--- src/rtl/wb_slot_alloc.sv ---
module wb_slot_alloc #(
  parameter int WIDTH = 2,
  parameter int DEPTH = 4,
  parameter int NREQ  = 3,
  parameter int TAG_W = 6,
  parameter int NDST  = 2,
  parameter int REG_W = 5
) (
  input  logic                        clk,
  input  logic                        rst_n,
  input  logic [NREQ-1:0]             req_valid,
  input  logic [NREQ*TAG_W-1:0]       req_tag,
  input  logic [NREQ-1:0]             req_squashed,
  input  logic [NREQ-1:0]             req_executed,
  input  logic [NREQ-1:0]             req_fault,
  input  logic [NREQ*NDST-1:0]        req_dst_valid,
  input  logic [NREQ*NDST*REG_W-1:0]  req_dst,
  output logic [NREQ-1:0]             req_overflow,
  output logic [WIDTH-1:0]            cmt_valid,
  output logic [WIDTH*TAG_W-1:0]      cmt_tag,
  output logic [$clog2(WIDTH+1)-1:0]  cmt_count,
  output logic [WIDTH-1:0]            cmt_wake,
  output logic [WIDTH*NDST-1:0]       sb_set_valid,
  output logic [WIDTH*NDST*REG_W-1:0] sb_set_reg
);
  localparam int CNT_W = $clog2(WIDTH+1);
  localparam int ENT_W = TAG_W + 1 + NDST + NDST*REG_W;
  localparam int EL_B  = TAG_W;
  localparam int DV_B  = TAG_W + 1;
  localparam int DR_B  = TAG_W + 1 + NDST;

  logic [CNT_W-1:0] cnt_q [DEPTH];
  logic [CNT_W-1:0] cnt_d [DEPTH];
  logic [ENT_W-1:0] ent_q [DEPTH][WIDTH];
  logic [ENT_W-1:0] ent_d [DEPTH][WIDTH];

  always_comb begin
    for (int r = 0; r < DEPTH; r++) begin
      cnt_d[r] = (r < DEPTH-1) ? cnt_q[(r < DEPTH-1) ? r+1 : r] : '0;
      for (int s = 0; s < WIDTH; s++)
        ent_d[r][s] = (r < DEPTH-1) ? ent_q[(r < DEPTH-1) ? r+1 : r][s] : '0;
    end
    req_overflow = req_valid;
    for (int p = 0; p < NREQ; p++) begin
      for (int r = 0; r < DEPTH; r++) begin
        if (req_overflow[p] && cnt_d[r] < CNT_W'(WIDTH)) begin
          ent_d[r][cnt_d[r]] = {req_dst[p*NDST*REG_W +: NDST*REG_W],
                                req_dst_valid[p*NDST +: NDST],
                                ~req_squashed[p] & req_executed[p] & ~req_fault[p],
                                req_tag[p*TAG_W +: TAG_W]};
          cnt_d[r] = cnt_d[r] + 1'b1;
          req_overflow[p] = 1'b0;
        end
      end
    end
  end

  always_ff @(posedge clk) begin
    for (int r = 0; r < DEPTH; r++)
      cnt_q[r] <= rst_n ? cnt_d[r] : '0;
  end

  always_ff @(posedge clk) begin
    for (int r = 0; r < DEPTH; r++)
      for (int s = 0; s < WIDTH; s++)
        ent_q[r][s] <= ent_d[r][s];
  end

  assign cmt_count = cnt_q[0];

  for (genvar s = 0; s < WIDTH; s++) begin : g_head
    assign cmt_valid[s] = CNT_W'(s) < cnt_q[0];
    assign cmt_tag[s*TAG_W +: TAG_W] = ent_q[0][s][TAG_W-1:0];
    assign cmt_wake[s] = cmt_valid[s] & ent_q[0][s][EL_B];
    for (genvar d = 0; d < NDST; d++) begin : g_dst
      assign sb_set_valid[s*NDST+d] = cmt_wake[s] & ent_q[0][s][DV_B+d];
      assign sb_set_reg[(s*NDST+d)*REG_W +: REG_W] = ent_q[0][s][DR_B+d*REG_W +: REG_W];
      a_r8_sb_gate: assert property (@(posedge clk) disable iff (!rst_n)
        sb_set_valid[s*NDST+d] |-> cmt_wake[s] && cmt_valid[s]);
    end
  end

  a_r6_count_bound: assert property (@(posedge clk) disable iff (!rst_n)
    cmt_count <= CNT_W'(WIDTH));

  a_r5_shift: assert property (@(posedge clk) disable iff (!rst_n)
    $past(rst_n) |-> cnt_q[0] >= $past(cnt_q[1]));

  for (genvar p = 0; p < NREQ; p++) begin : g_port_chk
    a_r7_overflow_full: assert property (@(posedge clk) disable iff (!rst_n)
      req_overflow[p] |=> cmt_count == CNT_W'(WIDTH));
    a_r2_placed_visible: assert property (@(posedge clk) disable iff (!rst_n)
      req_valid[p] && !req_overflow[p] |=> cmt_count != '0);
    a_r7_only_valid: assert property (@(posedge clk) disable iff (!rst_n)
      req_overflow[p] |-> req_valid[p]);
  end
endmodule

--- config.mk ---
export PLATFORM = sky130hd
export DESIGN_NAME = wb_slot_alloc
export DESIGN_NICKNAME = d
export VERILOG_FILES = /design/src/rtl/wb_slot_alloc.sv
export SDC_FILE = /design/constraint.sdc
export NUM_CORES = 1
export LEC_CHECK = 0
export BUFFER_PORTS_ARGS = -buffer_cell sky130_fd_sc_hd__clkbuf_2
export CAP_MARGIN = 15
export CORE_MARGIN = 2
export CORE_UTILIZATION = 45
export DETAILED_ROUTE_END_ITERATION = 7
export HOLD_SLACK_MARGIN = 0.1
export PLACE_DENSITY_LB_ADDON = 0.08
export SLEW_MARGIN = 25
export SYNTH_ARGS = -nofsm -noshare
export SYNTH_HDL_FRONTEND = slang
export SYNTH_SLANG_ARGS = --single-unit
--- constraint.sdc ---
create_clock -name clk -period 5.9 [get_ports clk]
set_input_delay 0.885 -clock clk [delete_from_list [all_inputs] [get_ports clk]]
set_output_delay 0.885 -clock clk [all_outputs]
set_load 0.03 [all_outputs]
==> summary.md <==
| Metric | Value |
|---|---|
| Syn_area_per_cell | `9.042 um2` |
| F_max | `227.2 MHz` |
| Cells after DPL | `1247` |
| Post-route design area | `9712 um2` |
| VDD IR max | `206.8 uV` |
| Initial antenna violation count | `0` |
| GR Util met1 | `30.58%` |
| Static Leak | `5.409 nW` |
| Post-CTS Setup Repair Bufs | `0` |
| Starting DRT DRC Count | `358` |
| Htree depth | `4` |
| Worst Path Required | `5.02 ns` |
| Clock power frac | `41.1%` |
| Area occupied by multi-input gates | `4826 um2` |
| I/O Pins | `113` |
| Pint | `1.860 mW` |
| Fraction of registers with async set/reset | `0%` |
| Switching Fraction | `27.55%` |
| Worst-Skew Late Latency | `0.43 ns` |
| Top Usage Layer GRT | `met2` |
| Total of max-cap violations | `0` |
| Post-synth EDFFs | `0` |
| Cell Area, Placed | `9168 um2` |
| GR Util met3 | `4.099%` |
| Pin count of the biggest net entering global routing | `39` |
| Final Instance Count excl. Fillers | `1274` |
| Top-area cell type share of the netlist area | `36.37%` |
| Worst EP arrival | `3.52 ns` |
| Top FF cell, synth | `dfxtp_1` |
| Routed Antenna Nets | `0` |
| # port buffers | `110` |
| Most area-consuming cells after synthesis | `dfxtp_1 36%, mux2i_1 20%, mux2_2 6.1%` |
| Setup TNS Final | `0 ns` |
| Final count of negative-setup-slack endpoints | `0` |
| Hpwl dp | `14210 um` |
| Net Sw Power | `0.7073 mW` |
| Clk sinks | `160` |
| Final hold vios | `0` |
| Register area share after synthesis | `36.37%` |
| Die height | `143.9 um` |
| Row cnt | `51` |
| Die area | `20710 um2` |
| WS Path Type | `flip-flop to output port` |
| CP startpoint kind | `flip-flop` |
| Number of global-route vias before repair | `6470` |
| TritonCTS Buffers | `17` |
| Area leader, netlist | `dfxtp_1` |
| Post-layout nets | `1089` |
| WL/cell | `18.71 um` |
| Gpl congestion | `0.7624` |
| Final worst path period share | `74.59%` |
| Fillers | `1907` |
| Synth cell types | `47` |
| Final WL | `23840 um` |
| CP Max Fanout | `21` |
| Pwr dens | `264.3 nW/um2` |
| Post-Syn Area | `8807 um2` |
| Ant diodes | `0` |
| Remaining DRCs | `0` |
| First-pass GRT wire length | `37090 um` |
| Resized cells post-CTS | `0` |
| Hold buffers post-CTS | `0` |
| First-pass DRT Iterations | `5` |
| Seq cells post-synth | `160` |
| Rel. slew slack | `30.67%` |
| Gr usage total | `23.70%` |
| Clock root cell | `clkbuf_16` |
| Outcome | `completed` |
| Finished Core Util | `50.23%` |
| Vias post-DR | `6843` |
| Yosys warning count | `0` |
| Least-Margin Pin Slew | `1.037 ns` |
| Sequential share of power | `44.8%` |
| Register area | `3203 um2` |
| Pins over their slew limit | `0` |
| Vias per cell | `5.371` |
| CTS Buffer Depth | `2` |
| Total gr overflow | `0` |
| Hold Slack | `0.5923 ns` |
| Synth Instances | `974` |
| Layout area overhead | `10.27%` |
| RSZ-0062 raised after global routing | `false` |
| Dpl ws | `1.654 ns` |
| CTS tree | `built` |
| Hold Crit Class | `flip-flop to flip-flop` |
| Die Wd | `143.9 um` |
| Setup WS post-layout | `1.499 ns` |
| Logic gate share of total power | `14.0%` |
| Worst-path clk slew | `0.06 ns` |
| Clk_skew | `0.01459 ns` |
| Worst Setup End Kind | `output port` |
| Layout cells sized above 1 | `21.90%` |
| Met2 usage | `41.08%` |
| Fin crit period | `4.401 ns` |
| Initial Util | `45.55%` |
| Total design power | `2.567 mW` |
| Core area | `19330 um2` |
-- final cells by class --
class / count / share of cell area, %
clock buffers: 20 / 4.599
clock inverters: 7 / 0.9405
inverters: 36 / 1.391
multi-input cells: 659 / 49.69
flip-flops and latches: 160 / 32.98
well taps: 265 / 3.414
repair buffers: 127 / 6.983
-- sequential cells by signal (all words and copies together), names as in the netlist --
register,count
cnt_q,8
ent_q,152
-- cells by family after synthesis --
family	synth area share, %
multiplexers	27.33
AND/OR/NAND/NOR	10.75
AO/OA/AOI/OAI	12.83
flip-flops	36.37
buffers and inverters	9.035
adder cells (fa/ha/maj)	2.841
XOR/XNOR	0.7956
other	0.04258
-- per-layer routing --
metal  up-vias  share of wire, %
li1       3388                 -
met1      3295                46
met2       141                49
met3        19               3.3
met4         0               1.1
met5         -                 0
-- cells in the final DEF (no fill, tap or decap), drive strengths merged, types with 2 or more instances in the layout --
master  synthesis  layout
a21boi          3       3
nand4           3       3
ha             20      20
or4b            2       2
o31ai           2       2
inv            36      36
conb            1       2
dfxtp         160     160
nand2b          3       3
mux2i         173     173
o21ai          97      97
a31oi           3       3
nand3b          3       3
nor2           25      25
clkbuf         50     130
nand3          10      10
buf            70      17
nand4b          2       2
nor3b           3       3
and2            7       7
and3            7       7
clkinv          0       4
mux2           57      57
xnor2           7       7
nand2         138     138
o211ai         58      58
a21oi          20      20
bufinv          0       2
nor2b           4       4
-- final timing paths --
path | from | end | slack (ns) | depth (start not counted)
max reg2reg | cnt_q[1][1] | ent_q[0][25] | 1.86 | 10
min reg2reg | ent_q[0][41] | ent_q[0][3] | 0.59 | 4
min | ent_q[0][41] | ent_q[0][3] | 0.59 | 4
max | cnt_q[2][1] | req_overflow[2] | 1.50 | 10
-- cells in the mapped netlist, types with 2 or more instances --
| library cell | number |
|---|---|
| inv_2 | 2 |
| o21ai_0 | 96 |
| mux2i_1 | 173 |
| o211ai_1 | 58 |
| and2_1 | 7 |
| nor3b_1 | 3 |
| buf_6 | 2 |
| nand2_1 | 138 |
| dfxtp_1 | 160 |
| a21oi_1 | 20 |
| mux2_4 | 9 |
| nand4_1 | 3 |
| inv_1 | 34 |
| buf_2 | 23 |
| buf_4 | 40 |
| nand3b_1 | 3 |
| nand2b_1 | 2 |
| clkbuf_1 | 50 |
| nand4b_1 | 2 |
| buf_1 | 4 |
| nor2b_1 | 4 |
| nor2_1 | 25 |
| nand3_1 | 9 |
| a21boi_0 | 3 |
| ha_1 | 20 |
| xnor2_1 | 7 |
| mux2_2 | 48 |
| o31ai_1 | 2 |
| and3_1 | 7 |
| a31oi_1 | 3 |
-- power by group through the flow --
stage	Sequential [mW]	Clock [mW]	Combinational, mW
2_1_floorplan	1.17	0	0.286
3_3_place_gp	1.18	0	0.362
3_5_place_dp	1.18	0	0.363
4_1_cts	1.15	1.07	0.364
5_1_grt	1.16	1.12	0.395
6_report	1.15	1.06	0.361
-- critical path, stage by stage (launching register included) --
cell and delay (ns):
dfxtp_1 0.50, inv_1 0.11, ha_1 0.34, a21oi_1 0.09, o31ai_1 0.49, nand2_1 0.62
inv_1 0.22, ha_1 0.31, nand2_1 0.08, nor2_1 0.10, clkbuf_2 0.22
Note: power is estimated with default switching activity, not from simulation.
